==> config.mk <==
export PLATFORM = sky130hd
export DESIGN_NAME = gram_wr_path
export DESIGN_NICKNAME = d
export VERILOG_FILES = /design/src/rtl/gram_pkg.sv /design/src/rtl/gram_axis_step.sv /design/src/rtl/gram_cfg_regs.sv /design/src/rtl/gram_rmw_ctrl.sv /design/src/rtl/gram_wr_path.sv
export SDC_FILE = /design/constraint.sdc
export NUM_CORES = 1
export LEC_CHECK = 0
export ABC_CLOCK_PERIOD_IN_PS = 2700
export BUFFER_PORTS_ARGS = -buffer_cell sky130_fd_sc_hd__buf_2
export CAP_MARGIN = 5
export CORE_ASPECT_RATIO = 0.8
export CORE_MARGIN = 10
export CORE_UTILIZATION = 35
export DETAILED_ROUTE_END_ITERATION = 7
export PLACE_DENSITY = 0.61
export SLEW_MARGIN = 20
export SYNTH_ARGS = -nofsm -noshare
export SYNTH_HDL_FRONTEND = slang
export SYNTH_SLANG_ARGS = --single-unit
==> constraint.sdc <==
create_clock -name clk -period 2.7 [get_ports clk]
set_clock_uncertainty 0.15 [all_clocks]
set_input_delay 0.27 -clock clk [delete_from_list [all_inputs] [get_ports clk]]
set_output_delay 0.27 -clock clk [all_outputs]
set_load 0.05 [all_outputs]
==> src/rtl/gram_pkg.sv <==
`timescale 1ns/1ps
// Package gram_pkg
// Shared register indices, stepping-mode layout and controller states for
// the windowed pixel-memory write path. Assumes 8-bit register indices.
package gram_pkg;

    localparam logic [7:0] IDX_MODE = 8'h10;   // stepping mode
    localparam logic [7:0] IDX_MASK = 8'h20;   // bit write mask
    localparam logic [7:0] IDX_ADDR = 8'h21;   // address counter load
    localparam logic [7:0] IDX_HWIN = 8'h40;   // column bounds {end,start}
    localparam logic [7:0] IDX_VWIN = 8'h41;   // row bounds {end,start}

    typedef struct packed {
        logic row_first;   // mode bit 2
        logic row_up;      // mode bit 1
        logic col_up;      // mode bit 0
    } step_mode_t;

    typedef enum logic {
        ST_IDLE  = 1'b0,
        ST_MERGE = 1'b1
    } rmw_state_t;

endpackage

==> src/rtl/gram_axis_step.sv <==
`timescale 1ns/1ps
// Module gram_axis_step
// One coordinate of the address counter. It reports whether the coordinate
// sits at its far bound for the current direction, and it gives the value
// after one step: the opposite bound when at the far bound, otherwise +/-1.
// Assumes lo <= hi. The caller decides when the step is taken.
module gram_axis_step #(
    parameter int CRD_W = 8
) (
    input  logic [CRD_W-1:0] pos,
    input  logic [CRD_W-1:0] lo,
    input  logic [CRD_W-1:0] hi,
    input  logic             up,
    input  logic             adv,
    output logic             at_edge,
    output logic [CRD_W-1:0] nxt
);

    localparam logic [CRD_W-1:0] ONE = {{(CRD_W-1){1'b0}}, 1'b1};

    // Far-bound test, independent of the step request
    always_comb begin
        at_edge = up ? (pos >= hi) : (pos <= lo);
    end

    // Next coordinate: hold, reload to the opposite bound, or move by one
    always_comb begin
        if (!adv)
            nxt = pos;
        else if (at_edge)
            nxt = up ? lo : hi;
        else
            nxt = up ? (pos + ONE) : (pos - ONE);
    end

endmodule

==> src/rtl/gram_cfg_regs.sv <==
`timescale 1ns/1ps
// Module gram_cfg_regs
// Configuration registers: write mask, stepping mode and window bounds.
// Writes arrive already qualified by the caller (not busy). Index 21h, the
// counter load, is handled by the top and ignored here.
module gram_cfg_regs
    import gram_pkg::*;
#(
    parameter int DATA_W   = 16,
    parameter int CRD_W    = 8,
    parameter int COL_LAST = 'h83,
    parameter int ROW_LAST = 'hAF
) (
    input  logic              clk,
    input  logic              rst_n,
    input  logic              wr_en,
    input  logic [7:0]        wr_idx,
    input  logic [DATA_W-1:0] wr_data,
    output logic [DATA_W-1:0] wmask,
    output step_mode_t        mode,
    output logic [CRD_W-1:0]  col_lo,
    output logic [CRD_W-1:0]  col_hi,
    output logic [CRD_W-1:0]  row_lo,
    output logic [CRD_W-1:0]  row_hi
);

    localparam logic [CRD_W-1:0] COL_END = CRD_W'(COL_LAST);
    localparam logic [CRD_W-1:0] ROW_END = CRD_W'(ROW_LAST);

    logic unused_bits;
    assign unused_bits = ^wr_data[DATA_W-1:3];

    // Register file update with full-screen reset values
    always_ff @(posedge clk) begin
        if (!rst_n) begin
            wmask  <= '0;
            mode   <= '{row_first: 1'b0, row_up: 1'b1, col_up: 1'b1};
            col_lo <= '0;
            col_hi <= COL_END;
            row_lo <= '0;
            row_hi <= ROW_END;
        end else if (wr_en) begin
            case (wr_idx)
                IDX_MASK: wmask <= wr_data;
                IDX_MODE: mode  <= step_mode_t'(wr_data[2:0]);
                IDX_HWIN: begin
                    col_lo <= wr_data[CRD_W-1:0];
                    col_hi <= wr_data[2*CRD_W-1:CRD_W];
                end
                IDX_VWIN: begin
                    row_lo <= wr_data[CRD_W-1:0];
                    row_hi <= wr_data[2*CRD_W-1:CRD_W];
                end
                default: ;
            endcase
        end
    end

endmodule

==> src/rtl/gram_rmw_ctrl.sv <==
`timescale 1ns/1ps
// Module gram_rmw_ctrl
// Sequencer for pixel accesses. A write takes two cycles: a read of the old
// word, then a write of the merged word. A read takes one cycle to issue,
// with its data flagged valid in the next cycle. Strobes arriving during the
// merge cycle are dropped, and a write wins over a read in the same cycle.
module gram_rmw_ctrl
    import gram_pkg::*;
(
    input  logic clk,
    input  logic rst_n,
    input  logic px_we,
    input  logic px_re,
    output logic take_wr,
    output logic ram_re,
    output logic commit,
    output logic busy,
    output logic rvalid
);

    rmw_state_t state;
    logic       take_rd;

    // Acceptance decode from the current state
    always_comb begin
        take_wr = (state == ST_IDLE) && px_we;
        take_rd = (state == ST_IDLE) && px_re && !px_we;
        ram_re  = take_wr || take_rd;
        commit  = (state == ST_MERGE);
        busy    = (state == ST_MERGE);
    end

    // State register: an accepted write spends one cycle in the merge state
    always_ff @(posedge clk) begin
        if (!rst_n)
            state <= ST_IDLE;
        else if (take_wr)
            state <= ST_MERGE;
        else
            state <= ST_IDLE;
    end

    // Read-data valid flag, one cycle after a read is issued
    always_ff @(posedge clk) begin
        if (!rst_n)
            rvalid <= 1'b0;
        else
            rvalid <= take_rd;
    end

endmodule

==> src/rtl/gram_wr_path.sv <==
`timescale 1ns/1ps
// Module gram_wr_path (top)
// Pixel-memory write path: address counter stepping inside a rectangular
// window, masked read-modify-write and plain reads against a synchronous RAM
// with one cycle of read latency. The counter is {row, column}. Assumes the
// window bounds lie inside the address space and that lo <= hi on each axis.
module gram_wr_path
    import gram_pkg::*;
#(
    parameter int DATA_W   = 16,
    parameter int CRD_W    = 8,
    parameter int COL_LAST = 'h83,
    parameter int ROW_LAST = 'hAF
) (
    input  logic                 clk,
    input  logic                 rst_n,
    input  logic                 reg_we,
    input  logic [7:0]           reg_idx,
    input  logic [DATA_W-1:0]    reg_wdata,
    input  logic                 px_we,
    input  logic                 px_re,
    input  logic [DATA_W-1:0]    px_wdata,
    output logic [DATA_W-1:0]    px_rdata,
    output logic                 px_rvalid,
    output logic                 busy,
    output logic                 ram_re,
    output logic                 ram_we,
    output logic [2*CRD_W-1:0]   ram_addr,
    output logic [DATA_W-1:0]    ram_wdata,
    input  logic [DATA_W-1:0]    ram_rdata
);

    localparam int ADDR_W = 2 * CRD_W;
    localparam int N_AXES = 2;   // 0 = column, 1 = row

    logic              reg_ok;
    logic              ac_load;
    logic              take_wr;
    logic              commit;
    logic [ADDR_W-1:0] ac;
    logic [DATA_W-1:0] pend_data;
    logic [DATA_W-1:0] wmask;
    step_mode_t        mode;
    logic [CRD_W-1:0]  col_lo, col_hi, row_lo, row_hi;

    logic [CRD_W-1:0]  ax_pos  [N_AXES];
    logic [CRD_W-1:0]  ax_lo   [N_AXES];
    logic [CRD_W-1:0]  ax_hi   [N_AXES];
    logic [CRD_W-1:0]  ax_nxt  [N_AXES];
    logic              ax_up   [N_AXES];
    logic              ax_adv  [N_AXES];
    logic              ax_edge [N_AXES];

    // Register writes are honoured only outside the merge cycle
    always_comb begin
        reg_ok  = reg_we && !busy;
        ac_load = reg_ok && (reg_idx == IDX_ADDR);
    end

    gram_cfg_regs #(
        .DATA_W   (DATA_W),
        .CRD_W    (CRD_W),
        .COL_LAST (COL_LAST),
        .ROW_LAST (ROW_LAST)
    ) i_cfg (
        .clk     (clk),
        .rst_n   (rst_n),
        .wr_en   (reg_ok),
        .wr_idx  (reg_idx),
        .wr_data (reg_wdata),
        .wmask   (wmask),
        .mode    (mode),
        .col_lo  (col_lo),
        .col_hi  (col_hi),
        .row_lo  (row_lo),
        .row_hi  (row_hi)
    );

    gram_rmw_ctrl i_ctrl (
        .clk     (clk),
        .rst_n   (rst_n),
        .px_we   (px_we),
        .px_re   (px_re),
        .take_wr (take_wr),
        .ram_re  (ram_re),
        .commit  (commit),
        .busy    (busy),
        .rvalid  (px_rvalid)
    );

    // Map counter bytes and window bounds onto the per-axis stepping inputs
    always_comb begin
        ax_pos[0] = ac[CRD_W-1:0];
        ax_pos[1] = ac[ADDR_W-1:CRD_W];
        ax_lo[0]  = col_lo;
        ax_hi[0]  = col_hi;
        ax_lo[1]  = row_lo;
        ax_hi[1]  = row_hi;
        ax_up[0]  = mode.col_up;
        ax_up[1]  = mode.row_up;
        // The primary axis steps on every write, the other only on a reload
        ax_adv[0] = commit && (mode.row_first ? ax_edge[1] : 1'b1);
        ax_adv[1] = commit && (mode.row_first ? 1'b1 : ax_edge[0]);
    end

    for (genvar g = 0; g < N_AXES; g++) begin : g_axis
        gram_axis_step #(
            .CRD_W (CRD_W)
        ) i_step (
            .pos     (ax_pos[g]),
            .lo      (ax_lo[g]),
            .hi      (ax_hi[g]),
            .up      (ax_up[g]),
            .adv     (ax_adv[g]),
            .at_edge (ax_edge[g]),
            .nxt     (ax_nxt[g])
        );
    end

    // Address counter: direct load from the register port, or step after a write
    always_ff @(posedge clk) begin
        if (!rst_n)
            ac <= '0;
        else if (ac_load)
            ac <= reg_wdata[ADDR_W-1:0];
        else if (commit)
            ac <= {ax_nxt[1], ax_nxt[0]};
    end

    // Hold the new pixel word until the old word returns from the RAM
    always_ff @(posedge clk) begin
        if (!rst_n)
            pend_data <= '0;
        else if (take_wr)
            pend_data <= px_wdata;
    end

    // RAM-side outputs and the bitwise merge of old and new words
    always_comb begin
        ram_addr  = ac;
        ram_we    = commit;
        ram_wdata = (ram_rdata & wmask) | (pend_data & ~wmask);
        px_rdata  = ram_rdata;
    end

endmodule

==> summary.txt <==
Status
  • Status: completed

Placed design
  • DP HPWL: 13200 um
  • GP Congestion: 0.889
  • Placed cell areas: 5890 um2
  • Buffers on Ports: 112
  • Placed cell count: 868

Global routing
  • Initial antenna violation count: 0
  • First-pass GRT wire length: 26400 um
  • GRT Overall Usage: 16.4%
  • Vias in the first global route: 4968
  • Overflow after GRT: 0
  • Largest net degree at the start of global routing: 35

Routing
  • DR vias/cell: 5.36
  • Met2 wire len: 7190 um
  • DR top layer: met4
  • Initial DRT Pass Iterations: 5
  • Total routed wirelength: 16800 um
  • DR vias: 4792
  • M1 wire length: 7970 um
  • Post-DRT Antenna Nets: 0
  • Post-DR wirelength/cell: 18.7 um
  • WL met3: 1430 um
  • Initial DRC Count: 347
  • Drc violations: 0

Yosys
  • Mapped cell area: 5200 um2
  • Avg Inst Size Synth: 8.74 um2
  • Library cells used by synthesis: 49
  • Async S/R FF share, synth: 0%
  • Syn nets: 702
  • Post-synth EDFFs: 0
  • Post-synthesis cell count: 595
  • Register area share after synthesis: 32.7%
  • Yosys warnings: 0
  • Synthesized flop and latch total: 85
  • Prevailing post-synth register cell: dfxtp_1

Setup path
  • Worst endpoint data arrival time: 2.64 ns
  • Max FO, Critical Path: 8
  • Setup crit end kind: flip-flop
  • Required time of the worst setup path: 2.76 ns
  • Crit path kind: flip-flop to flip-flop
  • CP startpoint kind: flip-flop

Die
  • Full die area: 20200 um2
  • Die Y: 129 um
  • Die Wd: 156 um
  • Initial core utilization: 36.0%
  • Io pins: 113
  • Core area: 14400 um2
  • Rows: 39

Clock network
  • Clk sink count: 85
  • Post-CTS Setup Bufs: 0
  • Clock network latency to the later pin of the worst-skew pair: 0.35 ns
  • Clock Tree Buf Depth: 2
  • Worst-path clk slew: 0.07 ns
  • CTS buffer count: 9
  • CTS root buf: clkbuf_16
  • CTS tree: yes
  • # H-tree levels: 3

Timing
  • Highest Clock Rate: 387 MHz
  • Final worst-path cycle share: 95.7%
  • Min Tclk post-route: 2.58 ns
  • Slew margin rel.: 57.4%
  • RSZ-0062 raised after global routing: no
  • Final Hold Fails: 0
  • Worst slew pin tran: 0.639 ns
  • Max Transition Viols Final: 0
  • Setup TNS: 0 ns
  • Hold WS: 0.00921 ns
  • # setup viols final: 0

Pwr
  • Pwr dens: 494 nW/um2
  • Leakage: 3.18 nW
  • Max VDD drop: 0.298 mV

Cells and area
  • Layout cells sized above 1: 25.2%
  • Syn-to-layout area delta: 21.2%
  • Most frequent cells in the layout: buf_2, dfxtp_1, nand2_1
  • Fin util: 43.6%
  • Design area: 6300 um2
  • Number of diodes: 0
  • Most common cell after layout, fill and taps aside: buf_2
  • Fin cells: 894
  • Fin nets: 812

Run
  • Max Cap Violations: 0

Worst hold path
  • Hold Path Class: input port to flip-flop
metrics by stage:
step           total power [mW]  setup slack, ns
2_1_floorplan              1.68          0.00419
3_3_place_gp               1.84            0.125
3_5_place_dp               1.85            0.159
4_1_cts                    3.13            0.142
5_1_grt                    3.23           0.0238
6_report                   3.11            0.116
synthesized netlist by cell type, types with 5 or more instances:
cell / number / area share (%)
mux2_2: 16 / 3.5
xnor2_1: 10 / 1.7
o21ai_0: 8 / 0.77
o21bai_1: 5 / 0.72
a21oi_1: 52 / 5.0
o2111ai_1: 8 / 1.3
buf_2: 7 / 0.67
nor2_1: 57 / 4.1
a311oi_1: 13 / 2.2
nor2b_1: 5 / 0.60
o211ai_1: 12 / 1.7
nand2_1: 68 / 4.9
mux2i_1: 59 / 11
ha_1: 44 / 11
clkbuf_1: 15 / 1.1
nand3_1: 7 / 0.67
inv_1: 34 / 2.5
buf_4: 19 / 2.7
nand2b_1: 5 / 0.60
a211oi_1: 6 / 0.87
dfxtp_1: 85 / 33
worst max-delay path, cell delays in order (launching register included):
cell and delay, ns:
dfxtp_1 0.35, inv_1 0.08, ha_1 0.27, nand2b_1 0.10, a211oi_1 0.07, o21bai_1 0.34, a31o_2 0.33, nand2_1 0.16
a21oi_2 0.40, a311oi_1 0.18
final cells by class:
class | instances | area, um2
fillers | 1415 | 8140
multi-input cells | 433 | 3140
flip-flops and latches | 85 | 1700
repair buffers | 141 | 803
well taps | 184 | 230
clock buffers | 10 | 229
inverters | 35 | 131
clock inverters | 6 | 68.8
final timing paths:
path,slack (ns),cells past startpoint,start,end
setup / recovery,0.12,9,ram_addr[0]$_SDFFE_PN0P_,ram_addr[10]$_SDFFE_PN0P_
hold / removal,0.009,3,px_wdata[9],pend_data[9]$_SDFFE_PN0P_
setup reg to reg,0.12,9,ram_addr[0]$_SDFFE_PN0P_,ram_addr[10]$_SDFFE_PN0P_
hold reg to reg,0.30,2,pend_data[9]$_SDFFE_PN0P_,pend_data[9]$_SDFFE_PN0P_
sequential cells by signal, indices dropped and copies added, names as in the netlist:
name,cells
i_ctrl.busy,1
i_cfg.row_lo,8
i_cfg.wmask,16
pend_data,16
i_cfg.col_lo,8
i_cfg.row_hi,8
ram_addr,16
i_cfg.mode,3
i_ctrl.rvalid,1
i_cfg.col_hi,8
logic make-up (layout without fill, tap and decap cells):
kind of cell | count (synthesis) | in the layout | share of synthesized area (%)
AND/OR/NAND/NOR | 165 | 165 | 14.5
AO/OA/AOI/OAI | 133 | 133 | 17.1
flip-flops | 85 | 85 | 32.7
buffers and inverters | 77 | 192 | 7.24
multiplexers | 75 | 75 | 14.8
adder cells (fa/ha/maj) | 46 | 46 | 11.4
XOR/XNOR | 14 | 14 | 2.36
layer usage:
layer  up-vias  GRT usage [%]
li1       2334              -
met1      2234           22.1
met2       208           25.1
met3        16           5.19
met4         0           4.04
met5         -              0
what timing repair did:
action / in CTS / in global routing
endpoints found under the hold margin: 9 / 0
gates resized for setup: 0 / 4
setup endpoints to repair: 0 / 14
hold buffers: 10 / 0
power by group:
group / internal, mW / switching (mW) / total, mW
Clock: 0.726 / 0.548 / 1.27
Combinational: 0.171 / 0.358 / 0.529
Sequential: 1.28 / 0.0274 / 1.31
No activity file was read; power rests on OpenSTA's default activity.
